--- src/rtl/srom_pkg.sv ---
package srom_pkg;

  localparam int DEF_AW = 6;
  localparam int DEF_DW = 16;

  typedef enum logic [1:0] {
    ST_START = 2'd0,
    ST_OP    = 2'd1,
    ST_ADDR  = 2'd2,
    ST_READ  = 2'd3
  } srom_state_e;

  // Default table: a simple address-derived pattern for the default geometry.
  function automatic logic [(1 << DEF_AW) * DEF_DW - 1:0] seed_image();
    logic [(1 << DEF_AW) * DEF_DW - 1:0] img;
    img = '0;
    for (int k = 0; k < (1 << DEF_AW); k++) begin
      img[k * DEF_DW +: DEF_DW] = DEF_DW'(16'hC3A5 ^ (k * 16'h0111));
    end
    return img;
  endfunction

endpackage

--- src/rtl/srom_store.sv ---
module srom_store #(
  parameter int AW = 6,
  parameter int DW = 16,
  parameter logic [(1 << AW) * DW - 1:0] IMAGE = '0
) (
  input  logic [AW-1:0] addr_i,
  output logic [DW-1:0] word_o
);

  localparam int DEPTH = 1 << AW;

  logic [DW-1:0] words [DEPTH];

  for (genvar g = 0; g < DEPTH; g++) begin : g_word
    assign words[g] = IMAGE[g * DW +: DW];
  end

  assign word_o = words[addr_i];

endmodule

--- src/rtl/srom_seq.sv ---
module srom_seq
  import srom_pkg::*;
#(
  parameter int AW = 6,
  parameter int DW = 16,
  parameter int OPW = 2,
  parameter logic [OPW-1:0] READ_CODE = 2'b10,
  localparam int CW = $clog2(DW + 1)
) (
  input  logic          clk,
  input  logic          rst_n,
  input  logic          cs_i,
  input  logic          stb_i,
  input  logic          din_i,
  input  logic [DW-1:0] word_i,
  output logic [AW-1:0] addr_o,
  output srom_state_e   state_o,
  output logic [CW-1:0] cnt_o,
  output logic          dout_o
);

  srom_state_e    state_q, state_d;
  logic [CW-1:0]  cnt_q, cnt_d;
  logic [OPW-1:0] op_q, op_d;
  logic [AW-1:0]  addr_q, addr_d;
  logic           dout_q, dout_d;
  logic           upd;
  logic [CW-1:0]  bit_idx;
  logic [OPW-1:0] op_full;

  assign upd     = !cs_i || stb_i;
  assign bit_idx = cnt_q - CW'(1);
  assign op_full = {op_q[OPW-2:0], din_i};

  always_comb begin
    state_d = state_q;
    cnt_d   = cnt_q;
    op_d    = op_q;
    addr_d  = addr_q;
    dout_d  = dout_q;
    if (!cs_i) begin
      state_d = ST_START;
      cnt_d   = '0;
      op_d    = '0;
      addr_d  = '0;
      dout_d  = 1'b0;
    end else if (stb_i) begin
      unique case (state_q)
        ST_START: begin
          if (din_i) begin
            state_d = ST_OP;
            cnt_d   = '0;
          end
        end
        ST_OP: begin
          op_d  = op_full;
          cnt_d = cnt_q + CW'(1);
          if (cnt_q == CW'(OPW - 1)) begin
            cnt_d = '0;
            if (op_full == READ_CODE) begin
              state_d = ST_ADDR;
            end else begin
              state_d = ST_START;
              op_d    = '0;
            end
          end
        end
        ST_ADDR: begin
          addr_d = {addr_q[AW-2:0], din_i};
          cnt_d  = cnt_q + CW'(1);
          if (cnt_q == CW'(AW - 1)) begin
            cnt_d   = CW'(DW);
            state_d = ST_READ;
          end
        end
        ST_READ: begin
          dout_d = word_i[bit_idx];
          cnt_d  = bit_idx;
          if (cnt_q == CW'(1)) begin
            cnt_d  = CW'(DW);
            addr_d = addr_q + AW'(1);
          end
        end
        default: state_d = ST_START;
      endcase
    end
  end

  always_ff @(posedge clk or negedge rst_n) begin
    if (!rst_n) begin
      state_q <= ST_START;
      cnt_q   <= '0;
      op_q    <= '0;
      addr_q  <= '0;
      dout_q  <= 1'b0;
    end else if (upd) begin
      state_q <= state_d;
      cnt_q   <= cnt_d;
      op_q    <= op_d;
      addr_q  <= addr_d;
      dout_q  <= dout_d;
    end
  end

  assign addr_o  = addr_q;
  assign state_o = state_q;
  assign cnt_o   = cnt_q;
  assign dout_o  = dout_q;

endmodule

--- src/rtl/srom_reader.sv ---
module srom_reader
  import srom_pkg::*;
#(
  parameter int AW = DEF_AW,
  parameter int DW = DEF_DW,
  parameter logic [(1 << AW) * DW - 1:0] IMAGE = seed_image(),
  localparam int CW = $clog2(DW + 1)
) (
  input  logic clk,
  input  logic rst_n,
  input  logic cs_i,
  input  logic stb_i,
  input  logic din_i,
  output logic dout_o
);

  logic [1:0]    rst_pipe;
  logic          rst_n_sync;
  logic [AW-1:0] addr_w;
  logic [DW-1:0] word_w;
  logic [CW-1:0] cnt_w;
  srom_state_e   state_w;

  always_ff @(posedge clk or negedge rst_n) begin
    if (!rst_n) rst_pipe <= 2'b00;
    else        rst_pipe <= {rst_pipe[0], 1'b1};
  end
  assign rst_n_sync = rst_pipe[1];

  srom_store #(.AW(AW), .DW(DW), .IMAGE(IMAGE)) u_store (
    .addr_i (addr_w),
    .word_o (word_w)
  );

  srom_seq #(.AW(AW), .DW(DW)) u_seq (
    .clk     (clk),
    .rst_n   (rst_n_sync),
    .cs_i    (cs_i),
    .stb_i   (stb_i),
    .din_i   (din_i),
    .word_i  (word_w),
    .addr_o  (addr_w),
    .state_o (state_w),
    .cnt_o   (cnt_w),
    .dout_o  (dout_o)
  );

endmodule

--- config.mk ---
export PLATFORM = sky130hd
export DESIGN_NAME = srom_reader
export DESIGN_NICKNAME = d
export VERILOG_FILES = /design/src/rtl/srom_pkg.sv /design/src/rtl/srom_store.sv /design/src/rtl/srom_seq.sv /design/src/rtl/srom_reader.sv
export SDC_FILE = /design/constraint.sdc
export NUM_CORES = 1
export LEC_CHECK = 0
export ABC_AREA = 1
export BUFFER_PORTS_ARGS = -buffer_cell sky130_fd_sc_hd__buf_4
export CAP_MARGIN = 10
export CORE_MARGIN = 2
export CORE_UTILIZATION = 40
export DETAILED_ROUTE_END_ITERATION = 6
export MAX_ROUTING_LAYER = met4
export SYNTH_ARGS = -nofsm -noshare
export SYNTH_HDL_FRONTEND = slang
export SYNTH_SLANG_ARGS = --single-unit
--- constraint.sdc ---
create_clock -name clk -period 0.8 [get_ports clk]
set_clock_uncertainty 0.1 [all_clocks]
set_input_delay 0.04 -clock clk [delete_from_list [all_inputs] [get_ports clk]]
set_output_delay 0.04 -clock clk [all_outputs]
set_load 0.1 [all_outputs]
==> impl_results.md, run 1 <==
* Slew Viols, Final at 0
* Placed instance count at 367
* Core Util, Final at 68.7%
* CORE AREA at 0.00403 sq mm
* Post-synthesis to final-layout area growth at 65.1%
* Final setup violation count at 16
* Placer's final routability congestion estimate at 0.859
* Share of synthesized flip-flops with an asynchronous set or reset at 100%
* Ranking of synthesized cells by instance count: nand2_1, nand3_1, inv_1
* DRT iter0 DRCs at 133
* Die outline area at 0.00473 sq mm
* Antenna Violating Nets Remaining at 0
* DRC violation count after routing at 0
* Nature of the critical path endpoint: flop
* Maximum operating frequency at 0.584 GHz
* Final worst-path setup slack at -0.911 ns
* Unrepaired setup endpoints after global routing: true
* Design internal power at 2860 uW
* Pwr dens at 1830 mW/mm^2
* Critical Path End: u_seq.dout_o$_DFFE_PN0P_
* Total wire length at 5.28 mm
* Count of cell instances traversed by the critical path at 13
* Worst hold slack across all endpoints at -0.0210 ns
* Count of inserted antenna diode cells at 0
* Antenna violations before repair at 0
* Total standard cell area after synthesis at 0.00168 sq mm
* Post-DR vias/cell at 5.14
* Clock buffers created by TritonCTS at 3
* Cell type with the largest total area after synthesis: dfrtp_1
* Source of the critical timing path: u_seq.addr_o[1]$_DFFE_PN0P_
* Yosys reg bits at 17
* Clock Sink Count at 17
* Share of Yosys cell area claimed by the top area cell type at 25.4%
* Buffer depth of the longest clock path at 2
* Reg2Reg Depth at 13
* Leakage power at 0.00131 uW
* Buffers & Inverters on Critical Path at 2
* Worst Setup Start Kind: flop
* Fin crit period at 1.71 ns
* Count of input and output buffers at 5
* Maximum VDD drop at 0.00111 V
* Class of the tightest hold or removal check: flop to async pin
* Share of post-route cells with drive strength above 1 at 50.5%
* Die span in x at 68.7 um
* Crit-path cells: inv_4 -> ha_4 -> nand2_2 -> nand2_1 -> nand2_1 -> nand3_1 -> nand2_1 -> inv_2 -> nor2_1 -> nand2_1 -> a21oi_2 -> nand2_1 -> nand2_1
* Area taken by multi-input logic gates at 0.00142 sq mm
* Total number of nets in the final design at 351
* Endpoint required time on the critical path at 0.90 ns
* Critical path's most frequent cell: nand2_1
* Vias in the first global route at 1738
* TritonCTS clock tree: done
* Setup Crit Path Kind: flop to flop
* Power share of the clock group at 13.3%
* Number of distinct library cell variants in the gate-level netlist after synthesis at 31
* Fill count at 347
* Clock-pin slew reported for the worst setup and hold paths after clock tree synthesis at 0.08 ns
* Share of the cycle needed by the critical path after routing at 214%
* Result of the run: finished, violations left
* Level count of the clock H-tree at 1
* Power share of the sequential group at 22.8%
* I/O pin cnt at 6
* Max-cap violations at 0
* Cells after Synth at 257
* Y dimension of the die at 68.7 um
* Num rows at 23
* Wire length of the first global-routing pass at 7.96 mm
* Worst r2r src: u_seq.addr_o[1]$_DFFE_PN0P_
* Largest cells by area after synthesis: dfrtp_1, nand2_1, ha_1, nand3_1, a21oi_1
* Violations in the final reports: negative hold slack, negative setup slack
* Delay of the slowest cell on the worst path at 0.48 ns
* Number of buffers added to fix hold violations after cts at 1
* Combinational fraction of design power at 63.9%
* Worst-skew pair later-pin latency at 0.26 ns
* Sequential share of the synthesized area at 25.4%
* Final Hold Violating Endpoints at 6
* Switching power share of the total at 43.5%
* Initial DRT Pass Iterations at 4
* Most repeated cell in the gate-level netlist after synthesis: nand2_1
* Master cell of the clock root buffer: clkbuf_8
* Critical Path Slowest Stage Cell: dfrtp_2
* Commonest register cell after synthesis: dfrtp_1
* Synthesized netlist net count at 278
* Sum of net half-perimeters after detailed placement at 3.73 mm
* Endpoint of the most critical register-to-register path: u_seq.dout_o$_DFFE_PN0P_
* Mean area per synthesized cell at 6.52 sq um
* Kind of cell with the highest combined delay on the critical path: simple AND/OR/NAND/NOR gates
* Detail-routed net length per standard cell at 13.9 um
* Number of flops mapped to enable cells by yosys at 0
* Pin count of the biggest net entering global routing at 13
* Via count of the routed design at 1947
* Non-filler instance count after layout at 379
* Psw at 2210 uW
* Sum of overflow across all layers after global routing at 0
* Starting utilization of the core area at 41.6%
* Worst-path maximum fanout at 7
* Register-to-register setup slack at -0.91 ns
* Footprint of the flip-flops and latches at 434 sq um
* Syn. warnings at 0
* Overall routing resource usage at 23.2%
* Arrival time of data at the critical path endpoint at 1.81 ns
cells in the final DEF, fill, tap and decap left out, types with 7 or more instances in the layout:
cell type and n:
buf_4 63, nand2_1 55, nand3_1 25, inv_2 19
o21ai_1 15, nor2_1 14, a21oi_1 11, inv_1 10
dfrtp_1 10, buf_6 8, a21oi_2 7, dfrtp_2 7
power groups by stage:
stage | registers (uW) | logic (uW) | clock network, uW
6_report | 1160 | 3240 | 673
3_3_place_gp | 1140 | 2490 | 0
5_1_grt | 1180 | 3540 | 720
4_1_cts | 1140 | 2640 | 685
2_1_floorplan | 1130 | 1560 | 0
3_5_place_dp | 1150 | 2500 | 0
logic make-up (layout without fill, tap and decap cells):
logic type | after synthesis | in the layout | share of synthesized area [%]
AO/OA/AOI/OAI | 54 | 54 | 18.1
XOR/XNOR | 5 | 5 | 2.61
adder cells (fa/ha/maj) | 16 | 16 | 11.9
buffers and inverters | 42 | 114 | 10.9
flip-flops | 17 | 17 | 25.4
other | 1 | 1 | 0.224
AND/OR/NAND/NOR | 122 | 122 | 30.8
layout make-up:
| class | instances | area share [%] |
|---|---|---|
| Tap cell | 50 | 2.26 |
| Timing Repair Buffer | 76 | 23.6 |
| Sequential cell | 17 | 15.7 |
| Clock buffer | 3 | 1.49 |
| Inverter | 34 | 5.42 |
| Clock inverter | 1 | 0.181 |
| Multi-Input combinational cell | 198 | 51.4 |
sequential cells by signal (all words and copies together) (netlist names):
signal and flops:
u_seq.addr_o 6, rst_pipe 2, u_seq.state_o 2, u_seq.cnt_o 5, u_seq.op_q 1, u_seq.dout_o 1
metal layers:
layer | GRT usage [%] | vias to the layer above | routed length (um)
met5 | - | - | 0
met4 | 7.11 | 0 | 89
li1 | - | 988 | -
met1 | 33.4 | 903 | 2530
met2 | 34.1 | 47 | 2510
met3 | 2.60 | 9 | 154
worst min path at each step:
stage	startpoint	end	slack [ns]	cells after the start
finish	rst_pipe[1]$_DFF_PN0_	u_seq.op_q[0]$_DFFE_PN0P_	-0.02	0
global route	din_i	u_seq.op_q[0]$_DFFE_PN0P_	-0.01	3
CTS	rst_pipe[1]$_DFF_PN0_	u_seq.op_q[0]$_DFFE_PN0P_	-0.01	0
detailed placement	rst_n	rst_pipe[1]$_DFF_PN0_	-0.28	1
global placement	rst_n	rst_pipe[0]$_DFF_PN0_	-0.28	1
floorplan	rst_n	rst_pipe[0]$_DFF_PN0_	-0.36	0
through the flow:
step	area, sq um	setup TNS [ns]	setup slack [ns]	power (uW)
global placement	2330	-11.15	-0.854	3640
floorplan	1780	-9.09	-0.824	2680
finish	2770	-11.14	-0.911	5070
global route	2770	-12.33	-1.05	5440
CTS	2470	-11.63	-0.891	4470
detailed placement	2330	-11.26	-0.904	3650
what timing repair did:
item	in CTS	in global routing
endpoints found under the setup margin	16	16
gates resized for setup	16	73
pin swaps	7	21
hold endpoints to repair	6	2
buffers inserted	2	6
No activity file was read; power rests on OpenSTA's default activity.
==> run 2, diff against run 1 <==
--- a/config.mk
+++ b/config.mk
@@ -12,6 +12,7 @@
 export CORE_UTILIZATION = 40
 export DETAILED_ROUTE_END_ITERATION = 6
 export MAX_ROUTING_LAYER = met4
+export RECOVER_POWER = 100
 export SYNTH_ARGS = -nofsm -noshare
 export SYNTH_HDL_FRONTEND = slang
 export SYNTH_SLANG_ARGS = --single-unit
==> run 2 against run 1 <==
  * Largest power group unchanged
  * Count of clock-buffer cells in the layout unchanged
  * Critical path type unchanged
  * Largest cell class unchanged
  * The run still ends with negative hold slack, negative setup slack left
  * Critical endpoint unchanged
  * First-iteration DRC count stayed put
  * Clock power hardly changed
  * Highest routed layer unchanged
==> impl_results.md, run 2 (synthesized netlist as in run 1, its figures left out) <==
* Maximum operating frequency at 0.584 GHz
* Fin crit period at 1.71 ns
* Total wire length at 5.29 mm
* Sum of overflow across all layers after global routing at 0
* Delay of the slowest cell on the worst path at 0.48 ns
* Final non-filler cell area at 0.00275 sq mm
* Buffer depth of the longest clock path at 2
* Commonest non-fill, non-tap cell in the layout: buf_4
* Kind of cell with the highest combined delay on the critical path: simple AND/OR/NAND/NOR gates
* Class of the tightest hold or removal check: flop to async pin
* Unrepaired setup endpoints after global routing: true
* Detail-routed net length per standard cell at 14.0 um
* Clock-pin slew reported for the worst setup and hold paths after clock tree synthesis at 0.08 ns
* Endpoint required time on the critical path at 0.90 ns
* Via count of the routed design at 1948
* Worst-skew pair later-pin latency at 0.26 ns
* Placer's final routability congestion estimate at 0.859
* Level count of the clock H-tree at 1
* Endpoint of the most critical register-to-register path: u_seq.dout_o$_DFFE_PN0P_
* Vias in the first global route at 1738
* Pwr dens at 1840 mW/mm^2
* Wire length of the first global-routing pass at 7.96 mm
* Post-synthesis to final-layout area growth at 64.0%
* Antenna violations before repair at 0
* Area of placed instances at 0.00233 sq mm
* Final Hold Violating Endpoints at 6
* Buffers & Inverters on Critical Path at 2
* Nature of the critical path endpoint: flop
* Total chip power at 5060 uW
* Worst r2r src: u_seq.addr_o[1]$_DFFE_PN0P_
* Initial DRT Pass Iterations at 4
* Num rows at 23
* DRC violation count after routing at 0
* Max-cap violations at 0
* Count of inserted antenna diode cells at 0
* Antenna Violating Nets Remaining at 0
* Critical Path Slowest Stage Cell: dfrtp_2
* Maximum VDD drop at 0.00110 V
* Share of the cycle needed by the critical path after routing at 214%
* Critical path's most frequent cell: nand2_1
* Total number of nets in the final design at 351
* Clock Sink Count at 17
* Master cell of the clock root buffer: clkbuf_8
* DRT iter0 DRCs at 133
* Register-to-register setup slack at -0.91 ns
* Post-DR vias/cell at 5.14
* Worst-path maximum fanout at 7
* Reg2Reg Depth at 13
* Placed instance count at 367
* Setup Crit Path Kind: flop to flop
* TritonCTS clock tree: done
* Arrival time of data at the critical path endpoint at 1.81 ns
* Core Util, Final at 68.2%
* Result of the run: finished, violations left
* Number of buffers added to fix hold violations after cts at 1
* Pin count of the biggest net entering global routing at 13
* Die outline area at 0.00473 sq mm
* Sum of net half-perimeters after detailed placement at 3.73 mm
* Crit-path cells: inv_4 -> ha_4 -> nand2_2 -> nand2_1 -> nand2_1 -> nand3_1 -> nand2_1 -> inv_2 -> nor2_1 -> nand2_1 -> a21oi_2 -> nand2_1 -> nand2_1
* CORE AREA at 0.00403 sq mm
* I/O pin cnt at 6
* Final setup violation count at 16
* Final worst-path setup slack at -0.912 ns
* Y dimension of the die at 68.7 um
* Critical Path End: u_seq.dout_o$_DFFE_PN0P_
* Starting utilization of the core area at 41.6%
* Top library cells by usage in the layout, fill and taps aside: buf_4, nand2_1, nand3_1, inv_2, o21ai_1
* Leakage power at 0.00130 uW
* Overall routing resource usage at 23.2%
* Share of post-route cells with drive strength above 1 at 50.2%
* Die span in x at 68.7 um
* Worst Setup Start Kind: flop
* Count of cell instances traversed by the critical path at 13
* Count of input and output buffers at 5
* Slew Viols, Final at 0
* Number of flip-flops under the largest register name at 6
* Clock buffers created by TritonCTS at 3
* Violations in the final reports: negative hold slack, negative setup slack
* Source of the critical timing path: u_seq.addr_o[1]$_DFFE_PN0P_
* Non-filler instance count after layout at 379
* Worst hold slack across all endpoints at -0.0472 ns
## run 2: changes by cell type in the layout (fill, tap and decap cells not counted)
cell and delta:
buf_12 -1, clkbuf_1 +1, buf_4 -1, buf_2 +1
## run 2: worst min path at each step
| stage | cells past startpoint | from | to |
|---|---|---|---|
| after detailed placement | 1 | rst_n | rst_pipe[1]$_DFF_PN0_ |
| after floorplan | 0 | rst_n | rst_pipe[0]$_DFF_PN0_ |
| final | 0 | rst_pipe[1]$_DFF_PN0_ | u_seq.op_q[0]$_DFFE_PN0P_ |
| after CTS | 0 | rst_pipe[1]$_DFF_PN0_ | u_seq.op_q[0]$_DFFE_PN0P_ |
| after global placement | 1 | rst_n | rst_pipe[0]$_DFF_PN0_ |
| after global routing | 0 | rst_pipe[1]$_DFF_PN0_ | u_seq.state_o[0]$_DFFE_PN0P_ |
## run 2: where the power goes
group / total (uW) / leakage, uW / internal (uW) / switching, uW
Sequential: 1150 / 0.000214 / 978 / 177
Combinational: 3230 / 0.00106 / 1530 / 1700
Clock: 674 / 0.0000255 / 346 / 328
## run 2: final cells by class
type	count	area (sq um)
Tap cell	50	62.6
Clock inverter	1	5.00
Fill cell	349	1280
Clock buffer	3	41.3
Multi-Input combinational cell	198	1420
Sequential cell	17	434
Timing Repair Buffer	76	634
Inverter	34	150
## run 2: layer usage
| layer | vias up | routed length (um) | global-route usage (%) |
|---|---|---|---|
| li1 | 988 | - | - |
| met1 | 904 | 2540 | 33.4 |
| met2 | 47 | 2510 | 34.1 |
| met3 | 9 | 154 | 2.60 |
| met4 | 0 | 89 | 7.11 |
| met5 | - | 0 | - |
## run 2: repair_timing
action,in CTS,in global routing
pin swaps,7,21
gates resized for setup,16,73
endpoints found under the hold margin,6,2
setup endpoints to repair,16,16
setup buffers,2,6
## run 2: through the flow
step	worst slack (ns)	hold WS (ns)	setup TNS, ns
after global routing	-1.05	-0.0219	-12.42
after floorplan	-0.824	-0.356	-9.09
after CTS	-0.891	-0.0146	-11.63
final	-0.912	-0.0472	-11.14
after detailed placement	-0.904	-0.275	-11.26
after global placement	-0.854	-0.277	-11.15
## run 2: worst register-to-register path, cell delays in order (launching register included)
cell and delay, ns:
dfrtp_2 0.48, inv_4 0.11, ha_4 0.21, nand2_2 0.06, nand2_1 0.05, nand2_1 0.07
nand3_1 0.07, nand2_1 0.07, inv_2 0.03, nor2_1 0.08, nand2_1 0.07, a21oi_2 0.11
nand2_1 0.07, nand2_1 0.06
==> run 3, diff against run 2 <==
--- a/config.mk
+++ b/config.mk
@@ -5,7 +5,6 @@
 export SDC_FILE = /design/constraint.sdc
 export NUM_CORES = 1
 export LEC_CHECK = 0
-export ABC_AREA = 1
 export BUFFER_PORTS_ARGS = -buffer_cell sky130_fd_sc_hd__buf_4
 export CAP_MARGIN = 10
 export CORE_MARGIN = 2
@@ -13,6 +12,7 @@
 export DETAILED_ROUTE_END_ITERATION = 6
 export MAX_ROUTING_LAYER = met4
 export RECOVER_POWER = 100
+export REMOVE_ABC_BUFFERS = 1
 export SYNTH_ARGS = -nofsm -noshare
 export SYNTH_HDL_FRONTEND = slang
 export SYNTH_SLANG_ARGS = --single-unit
==> run 3 against run 2 <==
  * Setup slack got worse by 0.30 ns
  * The run still ends with negative hold slack, negative setup slack left
  * First-iteration DRC count rose by 17%
  * Worst hold slack improved by 0.033 ns
==> impl_results.md, run 3 <==
* Share of post-route cells with drive strength above 1 at 41.6%
* Share of Yosys cell area claimed by the top area cell type at 23.8%
* Kind of cell with the highest combined delay on the critical path: compound AO/OA/AOI/OAI gates
* Slew Viols, Final at 0
* Violations in the final reports: negative hold slack, negative setup slack
* Total standard cell area after synthesis at 0.00179 sq mm
* DRC violation count after routing at 0
* Via count of the routed design at 2048
* Worst hold slack across all endpoints at -0.0139 ns
* Sequential share of the synthesized area at 23.8%
* TritonCTS clock tree: done
* Buffers & Inverters on Critical Path at 1
* Commonest register cell after synthesis: dfrtp_1
* Result of the run: finished, violations left
* Worst Setup Start Kind: flop
* Register-to-register setup slack at -1.21 ns
* Antenna violations before repair at 0
* Number of flops mapped to enable cells by yosys at 0
* Syn. warnings at 0
* Unrepaired setup endpoints after global routing: true
* Post-synthesis to final-layout area growth at 52.6%
* Endpoint required time on the critical path at 0.87 ns
* Number of flip-flops under the largest register name at 6
* Ranking of synthesized cells by instance count: nand2_1, o21ai_0, a21oi_1
* Sum of net half-perimeters after detailed placement at 3.82 mm
* Mean area per synthesized cell at 7.58 sq um
* Critical Path Slowest Stage Cell: dfrtp_1
* Worst-skew pair later-pin latency at 0.25 ns
* Total wire length at 5.41 mm
* Num rows at 24
* Cell type with the largest total area after synthesis: dfrtp_1
* Die outline area at 0.00502 sq mm
* Pin count of the biggest net entering global routing at 18
* Largest cells by area after synthesis: dfrtp_1, ha_1, nand2_1, o21ai_0, a21oi_1
* Detail-routed net length per standard cell at 14.7 um
* Final Hold Violating Endpoints at 6
* Vias in the first global route at 1901
* Commonest non-fill, non-tap cell in the layout: buf_4
* Count of inserted antenna diode cells at 0
* DRT iter0 DRCs at 155
* I/O pin cnt at 6
* Worst-path maximum fanout at 3
* Count of input and output buffers at 5
* Pwr dens at 853 mW/mm^2
* Top library cells by usage in the layout, fill and taps aside: buf_4, nand2_1, a21oi_1, dfrtp_1, o21ai_0
* Wire length of the first global-routing pass at 8.56 mm
* Post-DR vias/cell at 5.58
* Sum of overflow across all layers after global routing at 0
* Placed instance count at 353
* Final setup violation count at 16
* Level count of the clock H-tree at 1
* Clock Sink Count at 17
* Crit-path cells: inv_1 -> ha_1 -> mux2i_1 -> o311ai_0 -> o31ai_1 -> a41o_1 -> a32oi_1
* Max-cap violations at 0
* Initial DRT Pass Iterations at 5
* Clock buffers created by TritonCTS at 3
* Setup Crit Path Kind: flop to flop
* Overall routing resource usage at 21.3%
* Master cell of the clock root buffer: clkbuf_8
* Fin crit period at 2.01 ns
* Class of the tightest hold or removal check: input pin to async pin
* Buffer depth of the longest clock path at 2
* Antenna Violating Nets Remaining at 0
* Maximum VDD drop at 0.000795 V
* Share of the cycle needed by the critical path after routing at 251%
* Most repeated cell in the gate-level netlist after synthesis: nand2_1
* Number of distinct library cell variants in the gate-level netlist after synthesis at 50
* Die span in x at 70.9 um
* Starting utilization of the core area at 41.3%
* Yosys reg bits at 17
* Number of buffers added to fix hold violations after cts at 1
* Share of synthesized flip-flops with an asynchronous set or reset at 100%
* Final worst-path setup slack at -1.21 ns
* Maximum operating frequency at 0.498 GHz
* Leakage power at 0.00120 uW
* Delay of the slowest cell on the worst path at 0.39 ns
* Y dimension of the die at 70.9 um
* CORE AREA at 0.00432 sq mm
* Total number of nets in the final design at 337
* Core Util, Final at 63.1%
* Cells after Synth at 236
* Total chip power at 2330 uW
* Arrival time of data at the critical path endpoint at 2.08 ns
* Non-filler instance count after layout at 367
* Placer's final routability congestion estimate at 0.919
* Clock-pin slew reported for the worst setup and hold paths after clock tree synthesis at 0.08 ns
* Nature of the critical path endpoint: flop
==> run 3: per-layer routing <==
| layer | track usage [%] | part of all wire, % |
|---|---|---|
| met1 | 28.7 | 47 |
| met2 | 33.4 | 47 |
| met3 | 2.71 | 3.6 |
| met4 | 6.92 | 2.5 |
| met5 | - | 0 |
==> run 3: stage by stage <==
stage                     area, sq um  setup TNS (ns)  worst slack, ns  hold slack (ns)
after floorplan                  1690          -16.48            -1.47           -0.356
after global placement           2390          -15.21            -1.18           -0.276
after detailed placement         2390          -15.30            -1.21           -0.276
after CTS                        2590          -15.40            -1.15          -0.0240
after global routing             2730          -17.52            -1.28         -0.00841
final                            2730          -16.36            -1.21          -0.0139
==> run 3: logic make-up after synthesis <==
family	share of synthesized area [%]
AOI/OAI and AO/OA	28.8
and+or+nand+nor	22.2
buffers and inverters	8.40
DFF	23.8
adders and majority gates	11.2
muxes	3.92
xor gates and xnor gates	1.47
other	0.210
==> run 3: worst reg2reg max path: cells and delay by family (launching register included) <==
kind / cells / cell delay [ns]
AO/OA/AOI/OAI: 4 / 0.84
buffers and inverters: 1 / 0.08
multiplexers: 1 / 0.16
adder cells (fa/ha/maj): 1 / 0.35
flip-flops: 1 / 0.39
==> run 3: where the power goes <==
| group | internal (uW) | leakage (uW) | switching (uW) |
|---|---|---|---|
| clock network | 346 | 0.0000255 | 331 |
| logic | 377 | 0.000945 | 346 |
| registers | 887 | 0.000227 | 39.5 |
| total | 1610 | 0.00120 | 716 |
==> run 3: final timing paths <==
| path | startpoint | to | depth (start not counted) |
|---|---|---|---|
| setup / recovery | u_seq.cnt_o[0]$_DFFE_PN0P_ | u_seq.dout_o$_DFFE_PN0P_ | 7 |
| hold / removal | rst_n | rst_pipe[0]$_DFF_PN0_ | 2 |
| setup reg to reg | u_seq.cnt_o[0]$_DFFE_PN0P_ | u_seq.dout_o$_DFFE_PN0P_ | 7 |
| hold reg to reg | rst_pipe[1]$_DFF_PN0_ | u_seq.op_q[0]$_DFFE_PN0P_ | 0 |
| max in group asynchronous | rst_pipe[1]$_DFF_PN0_ | u_seq.dout_o$_DFFE_PN0P_ | 1 |
| min in group clk | stb_i | u_seq.op_q[0]$_DFFE_PN0P_ | 4 |
==> run 3: area by class of cell <==
type / count / area (sq um)
multi-input combinational: 187 / 1350
tap: 52 / 65.1
timing repair buffer: 93 / 785
clock buffer: 3 / 41.3
fill: 363 / 1600
sequential: 17 / 428
inverter: 14 / 52.6
clock inverter: 1 / 5.00
==> run 3: repair_timing <==
action                                  CTS  global route
hold endpoints to repair                  6             3
buffers inserted                          6             3
gates cloned                              0             1
resized for setup                        32            27
pin swaps                                 3            17
endpoints found under the setup margin   16            16
